File: src/rtl/irq_clk_pkg.sv
package irq_clk_pkg;
  localparam int unsigned ADDR_W   = 8;
  localparam int unsigned DATA_W   = 8;
  localparam int unsigned NUM_SER  = 2;
  localparam int unsigned DIV_W    = 2;
  localparam int unsigned DIV_LSB  = 0;
  localparam int unsigned GUARD_BIT = 2;
  localparam int unsigned XSEL_BIT = 3;
  localparam logic [ADDR_W-1:0] STATUS_ADDR = 8'hC5;
endpackage

File: src/rtl/irq_level_track.sv
module irq_level_track (
  input  logic clk,
  input  logic rst_n,
  input  logic hi_enter,
  input  logic lo_enter,
  input  logic ret,
  output logic hip,
  output logic lip
);
  logic hip_clr, lip_clr;

  // the return unwinds the innermost (high) level first
  assign hip_clr = ret & hip;
  assign lip_clr = ret & ~hip;

  always_ff @(posedge clk or negedge rst_n) begin
    if (!rst_n) begin
      hip <= 1'b0;
      lip <= 1'b0;
    end else begin
      hip <= (hip & ~hip_clr) | hi_enter;
      lip <= (lip & ~lip_clr) | lo_enter;
    end
  end
endmodule

File: src/rtl/osc_warm_track.sv
module osc_warm_track (
  input  logic clk,
  input  logic rst_n,
  input  logic restart,
  input  logic ready,
  output logic warm
);
  always_ff @(posedge clk or negedge rst_n) begin
    if (!rst_n)       warm <= 1'b1;
    else if (restart) warm <= 1'b0;
    else if (ready)   warm <= 1'b1;
  end
endmodule

File: src/rtl/serial_activity.sv
module serial_activity #(
  parameter int unsigned PORTS = 2
) (
  input  logic             clk,
  input  logic             rst_n,
  input  logic [PORTS-1:0] tx_set,
  input  logic [PORTS-1:0] tx_clr,
  input  logic [PORTS-1:0] rx_set,
  input  logic [PORTS-1:0] rx_clr,
  output logic [PORTS-1:0] tx_act,
  output logic [PORTS-1:0] rx_act,
  output logic             any_act
);
  for (genvar p = 0; p < PORTS; p++) begin : g_port
    always_ff @(posedge clk or negedge rst_n) begin
      if (!rst_n) begin
        tx_act[p] <= 1'b0;
        rx_act[p] <= 1'b0;
      end else begin
        tx_act[p] <= (tx_act[p] | tx_set[p]) & ~tx_clr[p];
        rx_act[p] <= (rx_act[p] | rx_set[p]) & ~rx_clr[p];
      end
    end
  end

  assign any_act = |{tx_act, rx_act};
endmodule

File: src/rtl/clk_ctl_guard.sv
module clk_ctl_guard
  import irq_clk_pkg::*;
#(
  parameter logic [ADDR_W-1:0] CTRL_ADDR = 8'h86
) (
  input  logic              clk,
  input  logic              rst_n,
  input  logic              wr,
  input  logic [ADDR_W-1:0] addr,
  input  logic [DATA_W-1:0] wdata,
  input  logic              traffic,
  input  logic              warm,
  output logic [DIV_W-1:0]  div,
  output logic              guard,
  output logic              xsel
);
  logic hit, div_ok, xsel_ok;

  assign hit     = wr && (addr == CTRL_ADDR);
  assign div_ok  = !(guard && traffic);
  assign xsel_ok = warm || !wdata[XSEL_BIT];

  always_ff @(posedge clk or negedge rst_n) begin
    if (!rst_n) begin
      div   <= '0;
      guard <= 1'b0;
      xsel  <= 1'b0;
    end else if (hit) begin
      guard <= wdata[GUARD_BIT];
      if (div_ok)  div  <= wdata[DIV_LSB +: DIV_W];
      if (xsel_ok) xsel <= wdata[XSEL_BIT];
    end
  end
endmodule

File: src/rtl/irq_clk_status.sv
module irq_clk_status
  import irq_clk_pkg::*;
#(
  parameter logic [7:0] CTRL_ADDR = 8'h86
) (
  input  logic       clk,
  input  logic       rst_n,
  input  logic       irq_hi_enter,
  input  logic       irq_lo_enter,
  input  logic       irq_return,
  input  logic       osc_restart,
  input  logic       osc_ready,
  input  logic [1:0] tx_start,
  input  logic [1:0] tx_done,
  input  logic [1:0] rx_start,
  input  logic [1:0] rx_done,
  input  logic       sfr_wr,
  input  logic [7:0] sfr_addr,
  input  logic [7:0] sfr_wdata,
  output logic [7:0] status_o,
  output logic [1:0] clk_div_o,
  output logic       div_guard_o,
  output logic       xtal_sel_o
);
  logic hip, lip, warm, traffic;
  logic [NUM_SER-1:0] tx_act, rx_act;

  irq_level_track u_lvl (
    .clk(clk), .rst_n(rst_n), .hi_enter(irq_hi_enter), .lo_enter(irq_lo_enter),
    .ret(irq_return), .hip(hip), .lip(lip)
  );

  osc_warm_track u_warm (
    .clk(clk), .rst_n(rst_n), .restart(osc_restart), .ready(osc_ready), .warm(warm)
  );

  serial_activity #(.PORTS(NUM_SER)) u_ser (
    .clk(clk), .rst_n(rst_n), .tx_set(tx_start), .tx_clr(tx_done),
    .rx_set(rx_start), .rx_clr(rx_done), .tx_act(tx_act), .rx_act(rx_act),
    .any_act(traffic)
  );

  clk_ctl_guard #(.CTRL_ADDR(CTRL_ADDR)) u_ctl (
    .clk(clk), .rst_n(rst_n), .wr(sfr_wr), .addr(sfr_addr), .wdata(sfr_wdata),
    .traffic(traffic), .warm(warm), .div(clk_div_o), .guard(div_guard_o),
    .xsel(xtal_sel_o)
  );

  // status address is read-only: its writes reach no register
  assign status_o[7] = 1'b0;
  assign status_o[6] = hip;
  assign status_o[5] = lip;
  assign status_o[4] = warm;
  for (genvar p = 0; p < NUM_SER; p++) begin : g_stat
    assign status_o[2*p+1] = tx_act[p];
    assign status_o[2*p]   = rx_act[p];
  end
endmodule

File: config.mk
export PLATFORM = sky130hd
export DESIGN_NAME = irq_clk_status
export DESIGN_NICKNAME = d
export VERILOG_FILES = /design/src/rtl/irq_clk_pkg.sv /design/src/rtl/irq_level_track.sv /design/src/rtl/osc_warm_track.sv /design/src/rtl/serial_activity.sv /design/src/rtl/clk_ctl_guard.sv /design/src/rtl/irq_clk_status.sv
export SDC_FILE = /design/constraint.sdc
export NUM_CORES = 1
export LEC_CHECK = 0
export BUFFER_PORTS_ARGS = -buffer_cell sky130_fd_sc_hd__buf_2
export CAP_MARGIN = 10
export CORE_UTILIZATION = 35
export DETAILED_ROUTE_END_ITERATION = 10
export PLACE_DENSITY = 0.78
export SYNTH_ARGS = -nofsm -noshare
export SYNTH_HDL_FRONTEND = slang
export SYNTH_SLANG_ARGS = --single-unit
File: constraint.sdc
create_clock -name clk -period 1.6 [get_ports clk]
set_input_delay 0.08 -clock clk [delete_from_list [all_inputs] [get_ports clk]]
set_output_delay 0.08 -clock clk [all_outputs]
set_load 0.01 [all_outputs]
==> impl_metrics.py <==
metrics = {
    "global_routing": {
        "grt_usage_pct": 16.2,
        "grt_pass1_vias": 438,
        "antenna_found_initial": 0,
        "grt_max_degree": 12,
        "grt-ovfl-total": 0,
        "grt_pass1_wl_mm": 1.60,
    },
    "floorplan": {
        "fp.dieH_um": 39.5,
        "die_area_mm2": 0.00156,
        "dieWidth_um": 39.5,
        "num_rows": 13,
        "core_area_mm2": 0.00130,
        "initial_core_util_pct": 37.8,
        "ios": 44,
    },
    "synthesis": {
        "ys_ff_latch": 11,
        "synth.largest_area_cell": "dfrtp_1",
        "synth_edf_count": 0,
        "ys_seq_area_share_pct": 56.2,
        "ys_types": 18,
        "synth_top_area_share_pct": 50.9,
        "synth_area_um2": 492,
        "yosysWarnings": 0,
        "ys_top_cells_by_count": "dfrtp_1, nor2_1, buf_4",
        "synth_area_per_cell_um2": 12.0,
        "synth_flop_cell": "dfrtp_1",
        "synth_cells": 41,
        "synth_area_leaders": "dfrtp_1, nor2_1, mux2_2",
        "postSynth.asyncResetShare_pct": 100,
        "synthesis.nets": 73,
    },
    "cts": {
        "cts_max_level": 1,
        "cts_sinks": 11,
        "cts_buffers": 3,
        "clock_path_buffers": 2,
        "post-cts-setup-buffers": 0,
        "cts_resized": 0,
        "cts_tree": "built",
        "clk_pin_slew_ps": 70,
        "root_buffer": "clkbuf_4",
        "clock_latency_ps": 270,
    },
    "drt": {
        "final_antenna_net_count": 0,
        "firstDrtPassIters": 1,
        "wl_mm": 1.09,
        "post_drt_wl_per_cell_um": 10.7,
        "remaining_drc_errors": 0,
        "vias": 457,
        "viasPerCell": 4.48,
        "drtIter0Drc": 0,
    },
    "power_and_ir_drop": {
        "comb_power_share_pct": 17.5,
        "p_int_mw": 0.449,
        "power_density_mw_per_mm2": 762,
        "seqPwrFrac_pct": 51.9,
        "pwr-share-clk_pct": 30.6,
        "p_sw_share_pct": 24.2,
        "power_switching_mw": 0.143,
        "max-vdd-ir-drop_mv": 0.484,
        "p_leak_nw": 0.434,
        "power_mw": 0.593,
    },
    "placement": {
        "port_buffers": 38,
        "dp.cells": 90,
        "finalWeightedCongestion": 0.645,
        "dp_hpwl_um": 840,
    },
    "critical_path": {
        "start_kind": "register",
        "cp-end-kind": "register",
        "crit_chain": "o41ai_2 -> nand4_1 -> mux2_2",
        "crit_type": "register to register",
        "worstPathRequired_ps": 1740,
        "cp_data_arrival_time_ps": 1500,
        "r2r-start": "u_ser.rx_act[1]",
        "crit_start": "u_ser.rx_act[1]",
        "cp_max_fo": 3,
        "cp_slowest_cell": "dfrtp_1",
        "slowest_delay_ps": 400,
    },
    "min_path": {
        "hold_start": "tx_start[1]",
        "min_path_type": "input port to register",
    },
    "final_layout": {
        "area_growth_pct": 58.3,
        "final_cell_count_no_fill": 102,
        "multi_input_area_um2": 181,
        "utilization_pct": 59.8,
        "final_layout_size_suffix_gt1_share_pct": 57.5,
        "antennaDiodeCount": 0,
        "layout.nets": 120,
        "nFillCells": 122,
        "seq_area_um2": 277,
    },
    "sta": {
        "setup-tns-final_ps": 0,
        "clock_skew_ps": 8.90,
        "rsz0062_at_grt": "false",
        "slew_viol_final": 0,
        "finalCritPeriodShare_pct": 85.0,
        "setup_viol": 0,
        "max_freq_mhz": 735,
        "layout_min_cycle_time_ps": 1360,
        "hold_viol_final": 0,
        "worst_hold_slack_ps": 22.2,
    },
    "status": {
        "status": "finished clean",
    },
    "job": {
        "cap_violations": 0,
    },
}
==> layout make-up <==
| cell class | instances | share of cell area, % |
|---|---|---|
| Sequential cell | 11 | 35.5 |
| Timing Repair Buffer | 46 | 34.7 |
| Multi-Input combinational cell | 25 | 23.3 |
| Clock buffer | 3 | 2.89 |
| Tap cell | 15 | 2.41 |
| Clock inverter | 1 | 0.643 |
| Inverter | 1 | 0.482 |
==> per-layer routing <==
metal / vias up / share of wire [%] / wire length (um) / global-route usage (%)
li1: 226 / - / - / -
met2: 25 / 58 / 634 / 33.6
met4: 0 / 0 / 0 / 2.59
met5: - / 0 / 0 / 0
met3: 0 / 9.1 / 100 / 6.25
met1: 206 / 33 / 358 / 14.1
==> power groups by stage <==
stage          registers, mW  logic [mW]  clock network, mW
2_1_floorplan          0.317      0.0355                  0
3_3_place_gp           0.312      0.0870                  0
3_5_place_dp           0.313      0.0896                  0
4_1_cts                0.308       0.105              0.191
5_1_grt                0.310       0.117              0.196
6_report               0.308       0.104              0.181
==> registers in the layout, summed over array words and instances (netlist names) <==
register,cells
u_lvl.lip,1
u_ser.tx_act,2
u_warm.warm,1
u_ser.rx_act,2
u_ctl.div,2
u_ctl.guard,1
u_ctl.xsel,1
u_lvl.hip,1
==> worst paths after layout <==
path / endpoint / slack (ps) / depth (start not counted)
max: u_ctl.div[1] / 240 / 3
min: u_ser.tx_act[1] / 20 / 3
max reg2reg: u_ctl.div[1] / 240 / 3
min reg2reg: u_lvl.lip / 510 / 2
max in group asynchronous: u_warm.warm / 1140 / 2
min in group asynchronous: u_lvl.lip / 190 / 2
==> worst max-delay path: cells and delay by family (launching register included) <==
kind / cells / cell delay [ps]
muxes: 1 / 300
DFF: 1 / 400
AOI/OAI and AO/OA: 1 / 350
and+or+nand+nor: 1 / 180
==> timing repair <==
action	4_1_cts	5_1_grt
hold buffers	8	0
endpoints found under the hold margin	18	0
setup endpoints to repair	0	0
==> metrics by stage <==
step / cell area, um2 / setup WS (ps)
floorplan: 492 / 306
global placement: 671 / 266
detailed placement: 671 / 232
CTS: 778 / 206
global route: 778 / 154
finish: 778 / 239
==> placed cells by master (no fill, tap or decap), types with 3 or more instances in the layout <==
cell,Yosys,layout
nor2_1,10,10
mux2_2,3,3
dlygate4sd3_1,0,8
buf_2,0,38
clkbuf_4,0,3
dfrtp_1,10,10
==> logic make-up (layout without fill, tap and decap cells) <==
family / Yosys count / after routing / synth area share [%]
buffers and inverters: 5 / 51 / 6.87
and+or+nand+nor: 16 / 16 / 19.8
AOI/OAI and AO/OA: 5 / 5 / 9.42
DFF: 11 / 11 / 56.2
other: 1 / 1 / 0.763
muxes: 3 / 3 / 6.87
Note: power is estimated with default switching activity, not from simulation.
